**src/rtl/ring_fifo_pkg.sv**
```systemverilog
package ring_fifo_pkg;
  // Ring position that holds the write token immediately after reset.
  localparam int unsigned RING_START = 0;
  // Width of the reset synchronizer chain.
  localparam int unsigned RST_SYNC_STAGES = 2;
endpackage

```
**src/rtl/ring_rst_sync.sv**
```systemverilog
module ring_rst_sync
  import ring_fifo_pkg::*;
(
  input  logic clk,
  input  logic rst_n,
  output logic rst_sync_n
);
  logic [RST_SYNC_STAGES-1:0] sync_q;
  logic [RST_SYNC_STAGES-1:0] sync_d;

  always_comb begin
    sync_d = {sync_q[RST_SYNC_STAGES-2:0], 1'b1};
  end

  always_ff @(posedge clk or negedge rst_n) begin
    if (!rst_n) sync_q <= '0;
    else        sync_q <= sync_d;
  end

  assign rst_sync_n = sync_q[RST_SYNC_STAGES-1];
endmodule

```
**src/rtl/ring_token_ptr.sv**
```systemverilog
module ring_token_ptr
  import ring_fifo_pkg::*;
#(
  parameter int unsigned DEPTH = 8
) (
  input  logic             clk,
  input  logic             rst_n,
  input  logic             en,
  output logic [DEPTH-1:0] wr_sel,
  output logic [DEPTH-1:0] rd_sel
);
  localparam logic [DEPTH-1:0] TOKEN_INIT = DEPTH'(1) << RING_START;

  logic [DEPTH-1:0] ptr_q;
  logic [DEPTH-1:0] ptr_d;
  logic [DEPTH-1:0] ptr_rot;

  // One step along the ring: bit i moves to bit i+1, the top bit wraps to 0.
  assign ptr_rot = {ptr_q[DEPTH-2:0], ptr_q[DEPTH-1]};

  always_comb begin
    if (en) ptr_d = ptr_rot;
    else    ptr_d = ptr_q;
  end

  always_ff @(posedge clk or negedge rst_n) begin
    if (!rst_n) ptr_q <= TOKEN_INIT;
    else        ptr_q <= ptr_d;
  end

  // The cell after the write cell holds the oldest word.
  assign wr_sel = ptr_q;
  assign rd_sel = ptr_rot;
endmodule

```
**src/rtl/ring_cell_array.sv**
```systemverilog
module ring_cell_array #(
  parameter int unsigned DEPTH = 8,
  parameter int unsigned WIDTH = 16
) (
  input  logic                   clk,
  input  logic                   rst_n,
  input  logic                   en,
  input  logic [DEPTH-1:0]       wr_sel,
  input  logic [WIDTH-1:0]       din,
  output logic [DEPTH*WIDTH-1:0] cells
);
  for (genvar g = 0; g < DEPTH; g++) begin : g_cell
    logic [WIDTH-1:0] cell_q;
    logic [WIDTH-1:0] cell_d;
    logic             cell_we;

    assign cell_we = en & wr_sel[g];

    always_comb begin
      if (cell_we) cell_d = din;
      else         cell_d = cell_q;
    end

    // Capture on the falling edge, half a cycle away from the read edge.
    always_ff @(negedge clk or negedge rst_n) begin
      if (!rst_n) cell_q <= '0;
      else        cell_q <= cell_d;
    end

    assign cells[g*WIDTH +: WIDTH] = cell_q;
  end
endmodule

```
**src/rtl/ring_and_or_read.sv**
```systemverilog
module ring_and_or_read #(
  parameter int unsigned DEPTH = 8,
  parameter int unsigned WIDTH = 16
) (
  input  logic [DEPTH-1:0]       rd_sel,
  input  logic [DEPTH*WIDTH-1:0] cells,
  output logic [WIDTH-1:0]       rd_word
);
  logic [WIDTH-1:0] gated [DEPTH];

  for (genvar g = 0; g < DEPTH; g++) begin : g_gate
    assign gated[g] = {WIDTH{rd_sel[g]}} & cells[g*WIDTH +: WIDTH];
  end

  always_comb begin
    rd_word = '0;
    for (int i = 0; i < DEPTH; i++) begin
      rd_word = rd_word | gated[i];
    end
  end
endmodule

```
**src/rtl/ring_delay_line.sv**
```systemverilog
module ring_delay_line #(
  parameter int unsigned DEPTH = 8,
  parameter int unsigned WIDTH = 16
) (
  input  logic             clk,
  input  logic             rst_n,
  input  logic             en,
  input  logic [WIDTH-1:0] din,
  output logic [WIDTH-1:0] dout
);
  localparam int unsigned CELL_BITS = DEPTH * WIDTH;

  logic                 rst_sync_n;
  logic                 rst_any_n;
  logic [DEPTH-1:0]     wr_sel;
  logic [DEPTH-1:0]     rd_sel;
  logic [CELL_BITS-1:0] cells;
  logic [WIDTH-1:0]     rd_word;
  logic [WIDTH-1:0]     dout_q;
  logic [WIDTH-1:0]     dout_d;

  ring_rst_sync u_rst (
    .clk        (clk),
    .rst_n      (rst_n),
    .rst_sync_n (rst_sync_n)
  );

  // Clear immediately when the pin falls; release only after synchronization.
  assign rst_any_n = rst_n & rst_sync_n;

  ring_token_ptr #(.DEPTH(DEPTH)) u_ptr (
    .clk    (clk),
    .rst_n  (rst_any_n),
    .en     (en),
    .wr_sel (wr_sel),
    .rd_sel (rd_sel)
  );

  ring_cell_array #(.DEPTH(DEPTH), .WIDTH(WIDTH)) u_cells (
    .clk    (clk),
    .rst_n  (rst_any_n),
    .en     (en),
    .wr_sel (wr_sel),
    .din    (din),
    .cells  (cells)
  );

  ring_and_or_read #(.DEPTH(DEPTH), .WIDTH(WIDTH)) u_read (
    .rd_sel  (rd_sel),
    .cells   (cells),
    .rd_word (rd_word)
  );

  always_comb begin
    if (en) dout_d = rd_word;
    else    dout_d = dout_q;
  end

  always_ff @(posedge clk or negedge rst_any_n) begin
    if (!rst_any_n) dout_q <= '0;
    else            dout_q <= dout_d;
  end

  assign dout = dout_q;
endmodule

```
**config.mk**
```make
export PLATFORM = sky130hd
export DESIGN_NAME = ring_delay_line
export DESIGN_NICKNAME = d
export VERILOG_FILES = /design/src/rtl/ring_fifo_pkg.sv /design/src/rtl/ring_rst_sync.sv /design/src/rtl/ring_token_ptr.sv /design/src/rtl/ring_cell_array.sv /design/src/rtl/ring_and_or_read.sv /design/src/rtl/ring_delay_line.sv
export SDC_FILE = /design/constraint.sdc
export NUM_CORES = 1
export LEC_CHECK = 0
export BUFFER_PORTS_ARGS = -buffer_cell sky130_fd_sc_hd__buf_4
export CAP_MARGIN = 40
export CORE_UTILIZATION = 60
export CTS_BUF_LIST = sky130_fd_sc_hd__clkbuf_16
export DETAILED_ROUTE_END_ITERATION = 8
export PLACE_DENSITY = 0.82
export SLEW_MARGIN = 20
export SYNTH_ARGS = -nofsm -noshare
export SYNTH_HDL_FRONTEND = slang
export SYNTH_HIERARCHICAL = 1
export SYNTH_SLANG_ARGS = --single-unit
```
**constraint.sdc**
```tcl
create_clock -name clk -period 15.5 [get_ports clk]
set_input_delay 1.55 -clock clk [delete_from_list [all_inputs] [get_ports clk]]
set_output_delay 1.55 -clock clk [all_outputs]
set_load 0.02 [all_outputs]
```
==> flow_metrics.py, run 1 <==
metrics = {
    "grt": {
        "met2_usage_pct": 43.6,
        "antenna_found_initial": 0,
        "use_met3_pct": 6.23,
        "overflow": 0,
        "grt_max_degree": 53,
        "grt_pass1_vias": 4093,
        "grt_pass1_wl_um": 22000,
        "grt_use_total_pct": 26.0,
        "grtUsageMet1_pct": 32.9,
        "top_usage_layer": "met2",
    },
    "setup_path": {
        "path_cells": "buf_4, nand2_2, mux2_2",
        "endpoint_kind": "flip-flop",
        "arrival_ns": 3.02,
        "endpoint": "u_cells/g_cell[7].cell_q[5]",
        "r2r_start": "u_ptr/wr_sel[6]",
        "path_max_fanout": 32,
        "startpoint_type": "input port",
        "crit_path_start": "en",
        "r2r_slack_ns": 5.71,
        "required_ns": 7.98,
        "r2r_cells": 2,
        "critical_path.max_stage_delay_ns": 0.51,
        "crit_type": "in -> reg",
        "critPathSlowestCell": "nand2_2",
        "reg2reg_to": "u_cells/g_cell[6].cell_q[9]",
    },
    "route": {
        "vias_per_cell": 6.17,
        "antenna_left": 0,
        "drt-initial-drc-count": 246,
        "avgRoutedWirePerCell_um": 22.3,
        "drt-pass1-iter-count": 5,
        "routed_wl_um": 13600,
        "num_vias": 3761,
        "drc": 0,
    },
    "sta": {
        "rsz0062_at_grt": "false",
        "max_slew_margin_pct": 42.3,
        "setup_tns_ns": 0,
        "setup_violations": 0,
        "finClkSkew_ns": 0.0267,
        "worst_pin_slew_ns": 0.865,
        "drv_slew": 0,
        "hold_viol": 0,
    },
    "placement": {
        "dp_hpwl_um": 7780,
        "io_buffers": 34,
        "dpl_cell_area_um2": 6780,
        "gp_congestion": 0.683,
        "dpl.cell_count": 573,
    },
    "run_status": {
        "status": "finished clean",
    },
    "power": {
        "p_leak_nw": 3.73,
        "vdd_drop_max_mv": 0.0717,
        "p_per_area_nw_per_um2": 109,
    },
    "logic_synthesis": {
        "synthTopCellsByCount": "mux2_2, dfrtn_1, a22oi_1",
        "synth_edf_count": 0,
        "ys_types": 16,
        "synth.area.top_cells": "dfrtn_1, mux2_2, dfrtp_1, a22oi_1, mux2_4",
        "synth_cells": 432,
        "yosys_warnings": 6,
        "synth_top_area_share_pct": 47.8,
        "ys_seq_area_share_pct": 57.6,
        "syn_avg_cell_area_um2": 15.5,
        "ys_ff_latch": 154,
        "synthArstFlopShare_pct": 100,
        "synth_largest_area_cell": "dfrtn_1",
        "netlist_area_um2": 6700,
        "synth_ff_type": "dfrtn_1",
        "yosysMostFrequentCell": "mux2_2",
        "synth_nets": 451,
    },
    "cts": {
        "cts_root_buf": "clkbuf_16",
        "cts_tree": "yes",
        "cts_setup_buffers": 0,
        "ctsResizeCount": 0,
        "insertion_delay_ns": 0.41,
        "cts_buffer_depth": 2,
        "ctsHoldBuffers": 0,
        "cts.reportedPaths.clkPinSlew_ns": 0.06,
        "h-tree-depth": 4,
        "cts_buffers": 17,
        "cts_num_sinks": 154,
    },
    "floorplan": {
        "start_util_pct": 61.8,
        "rows": 38,
        "dieWidth_um": 108,
        "dieArea_um2": 11600,
        "fp.coreArea_um2": 10800,
        "fp.dieH_um": 108,
        "io_pins": 35,
    },
    "layout": {
        "antenna_cells": 0,
        "stdcell_area_um2": 7400,
        "drive_above_1_share_pct": 49.4,
        "regArea_um2": 3850,
        "fin_util_pct": 68.3,
        "final_cells": 610,
        "finalNetCount": 477,
        "fillers": 756,
        "multi_input_area_um2": 2440,
        "area_growth_pct": 10.5,
    },
    "flow_run": {
        "max_cap_viol_count": 0,
    },
    "hold_path": {
        "hold_class": "reg -> async",
    },
}
[placed cells by master, fill, tap and decap left out, types with 3 or more instances in the layout]
cell type,n
a22oi_1,61
a22oi_2,3
buf_4,35
buf_8,4
clkbuf_16,17
clkinv_1,4
clkinv_2,3
dfrtn_1,128
dfrtp_1,25
inv_1,3
mux2_2,134
mux2_4,18
nand2_2,8
nand4_1,16
[worst max-delay path, delay by kind of cell]
family	cells	cell delay (ns)
AND/OR/NAND/NOR	1	0.51
buffers and inverters	1	0.49
multiplexers	1	0.43
[flip-flops by register name (all words and copies together), names as in the netlist]
signal,cells
u_cells/g_cell.cell_q,128
dout,16
u_ptr/wr_sel,8
u_rst/sync_q,2
[layout make-up]
class / instances / share of cell area [%]
repair buffers: 43 / 5.31
clock inverters: 14 / 1.56
multi-input cells: 242 / 32.9
well taps: 140 / 2.37
flip-flops and latches: 154 / 52.1
clock buffers: 17 / 5.75
[per-stage QoR]
| step | setup WS (ns) | power (W) | hold slack (ns) |
|---|---|---|---|
| after CTS | 4.96 | 0.000812 | 0.333 |
| final | 4.96 | 0.000805 | 0.309 |
| after global placement | 4.41 | 0.000430 | 0.343 |
| after floorplan | 1.53 | 0.000421 | 0.331 |
| after global routing | 4.93 | 0.000834 | 0.361 |
| after detailed placement | 4.57 | 0.000432 | 0.326 |
[layer usage]
metal	up-vias	wire length, µm
li1	1659	-
met1	1988	5670
met2	101	7030
met3	13	764
met4	0	138
met5	-	0
[cell families after synthesis]
logic type / share of synthesized area [%]
AO/OA/AOI/OAI: 7.40
other: 0.0560
flip-flops: 57.6
multiplexers: 26.6
AND/OR/NAND/NOR: 2.34
buffers and inverters: 6.09
[report_power, final]
group,total [W],internal (W),switching (W)
Sequential,0.000404,0.000404,0.0000000512
Combinational,0.0000206,0.00000604,0.0000145
Clock,0.000380,0.000231,0.000150
[worst min path at each step]
stage	from	to	depth (start not counted)
after floorplan	u_rst/sync_q[0]	u_rst/sync_q[1]	0
after global placement	u_rst/sync_q[0]	u_rst/sync_q[1]	0
after detailed placement	u_rst/sync_q[1]	dout[14]	1
after CTS	u_rst/sync_q[1]	dout[14]	1
after global routing	u_rst/sync_q[1]	dout[14]	1
final	u_rst/sync_q[1]	dout[14]	1
(Power assumes the default switching activity.)
==> inputs of run 2 (changes only) <==
ABC_AREA = 1   (was default)
clock period = 9.8 ns   (was 15.5 ns; I/O delays follow)
==> flow_metrics.py, run 2 <==
metrics = {
    "run_status": {
        "status": "finished clean",
    },
    "setup_path": {
        "endpoint_kind": "flip-flop",
        "endpoint": "u_cells/g_cell[6].cell_q[13]",
        "r2r_cells": 3,
        "crit_type": "in -> reg",
        "reg2reg_to": "u_cells/g_cell[0].cell_q[1]",
        "startpoint_type": "input port",
        "r2r_start": "u_ptr/wr_sel[0]",
        "required_ns": 5.13,
        "crit_path_start": "en",
        "r2r_slack_ns": 2.48,
        "arrival_ns": 2.74,
        "path_max_fanout": 83,
    },
    "cts": {
        "cts_root_buf": "clkbuf_16",
        "cts_setup_buffers": 0,
        "cts_tree": "yes",
        "cts.reportedPaths.clkPinSlew_ns": 0.05,
        "ctsResizeCount": 0,
        "h-tree-depth": 4,
        "cts_buffer_depth": 2,
        "ctsHoldBuffers": 0,
        "insertion_delay_ns": 0.43,
        "cts_num_sinks": 154,
        "cts_buffers": 17,
    },
    "logic_synthesis": {
        "syn_avg_cell_area_um2": 7.81,
        "synth_largest_area_cell": "dfrtn_1",
        "synth_nets": 965,
        "synth.area.top_cells": "dfrtn_1, nand2_1, nand3_1, dfrtp_1, buf_6",
        "ys_types": 17,
        "yosysMostFrequentCell": "nand2_1",
        "ys_seq_area_share_pct": 52.2,
        "synth_top_area_share_pct": 43.4,
        "synth_edf_count": 0,
        "netlist_area_um2": 7390,
        "synthTopCellsByCount": "nand2_1, dfrtn_1, nand3_1",
        "yosys_warnings": 6,
        "synth_ff_type": "dfrtn_1",
        "synthArstFlopShare_pct": 100,
        "synth_cells": 946,
        "ys_ff_latch": 154,
    },
    "layout": {
        "finalNetCount": 945,
        "drive_above_1_share_pct": 9.37,
        "final_cell_mix": "nand2_1, nand3_1, dfrtn_1",
        "largest_reg_flops": 128,
        "top_register": "u_cells/g_cell.cell_q",
        "antenna_cells": 0,
        "fillers": 1057,
        "area_growth_pct": 5.76,
        "layout.cells.most_common": "nand2_1",
    },
    "hold_path": {
        "hold_class": "in -> async",
    },
    "floorplan": {
        "fp.coreArea_um2": 12000,
        "rows": 40,
        "fp.dieH_um": 113,
        "start_util_pct": 61.5,
        "dieWidth_um": 113,
        "dieArea_um2": 12800,
        "io_pins": 35,
    },
    "route": {
        "antenna_left": 0,
        "drc": 0,
        "routed_wl_um": 17500,
        "vias_per_cell": 5.57,
        "avgRoutedWirePerCell_um": 16.1,
        "drt-pass1-iter-count": 5,
        "num_vias": 6047,
        "drt-initial-drc-count": 639,
    },
    "sta": {
        "worst_pin_slew_ns": 0.902,
        "rsz0062_at_grt": "false",
        "setup_violations": 0,
        "hold_slack_ns": 0.333,
        "setup_tns_ns": 0,
        "drv_slew": 0,
        "hold_viol": 0,
        "finClkSkew_ns": 0.0303,
        "max_slew_margin_pct": 39.7,
    },
    "grt": {
        "grt_pass1_wl_um": 28400,
        "grt_use_total_pct": 29.1,
        "overflow": 0,
        "grt_pass1_vias": 5690,
        "grt_max_degree": 125,
        "antenna_found_initial": 0,
    },
    "power": {
        "p_per_area_nw_per_um2": 165,
        "vdd_drop_max_mv": 0.126,
        "total_power_w": 0.00129,
        "p_leak_nw": 4.59,
    },
    "placement": {
        "dp_hpwl_um": 9110,
        "gp_congestion": 0.746,
        "io_buffers": 34,
    },
    "flow_run": {
        "max_cap_viol_count": 0,
    },
}
==> run 2: final cells by class <==
type                            count  area [µm²]  area share, %
Timing Repair Buffer               44         363           4.64
Sequential cell                   154        3850           49.3
Inverter                            3        20.0          0.256
Clock buffer                       17         425           5.45
Tap cell                          147         184           2.35
Multi-Input combinational cell    706        2850           36.5
Clock inverter                     15         118           1.51
==> run 2: power by group <==
part | internal (W) | leakage (nW) | switching [W] | total, W
Combinational | 0.00000829 | 2.18 | 0.0000323 | 0.0000405
Clock | 0.000365 | 0.288 | 0.000244 | 0.000609
Sequential | 0.000640 | 2.12 | 0.0000000901 | 0.000640
==> run 2: critical path, stage by stage <==
cell     delay (ns)
buf_4          0.59
nand2_1        0.77
nand2_1        0.27
nand2_1        0.09
==> run 2: stage by stage <==
step	util, %	setup slack (ns)	cell area, µm²	cells
floorplan	-	2.01	7390	946
global placement	60.3	2.07	7240	1053
detailed placement	60.3	2.06	7240	1053
CTS	64.8	2.46	7780	1085
global route	65.0	2.31	7810	1086
finish	65.0	2.39	7810	1086
==> run 2: layer usage <==
layer	vias up	wire length [µm]	GRT usage, %
met5	-	0	0
li1	2868	-	-
met1	2878	7390	39.4
met3	40	1310	5.68
met4	0	388	12.5
met2	261	8420	46.3
==> run 2: cells by family (layout without fill, tap and decap cells) <==
logic type / Yosys count / in the layout / share of synthesized area (%)
buf+inv: 86 / 79 / 9.26
flops: 154 / 154 / 52.2
other cells: 1 / 1 / 0.0508
simple gates: 705 / 705 / 38.5
==> run 2: worst min path at each step <==
stage,end,cells after the start,slack [ns],startpoint
6_report,u_rst/sync_q[1],1,0.33,rst_n
2_1_floorplan,u_rst/sync_q[1],0,0.33,u_rst/sync_q[0]
3_5_place_dp,u_rst/sync_q[1],0,0.34,u_rst/sync_q[0]
3_3_place_gp,u_rst/sync_q[1],0,0.33,u_rst/sync_q[0]
4_1_cts,u_rst/sync_q[0],1,0.32,rst_n
5_1_grt,u_rst/sync_q[0],1,0.33,rst_n
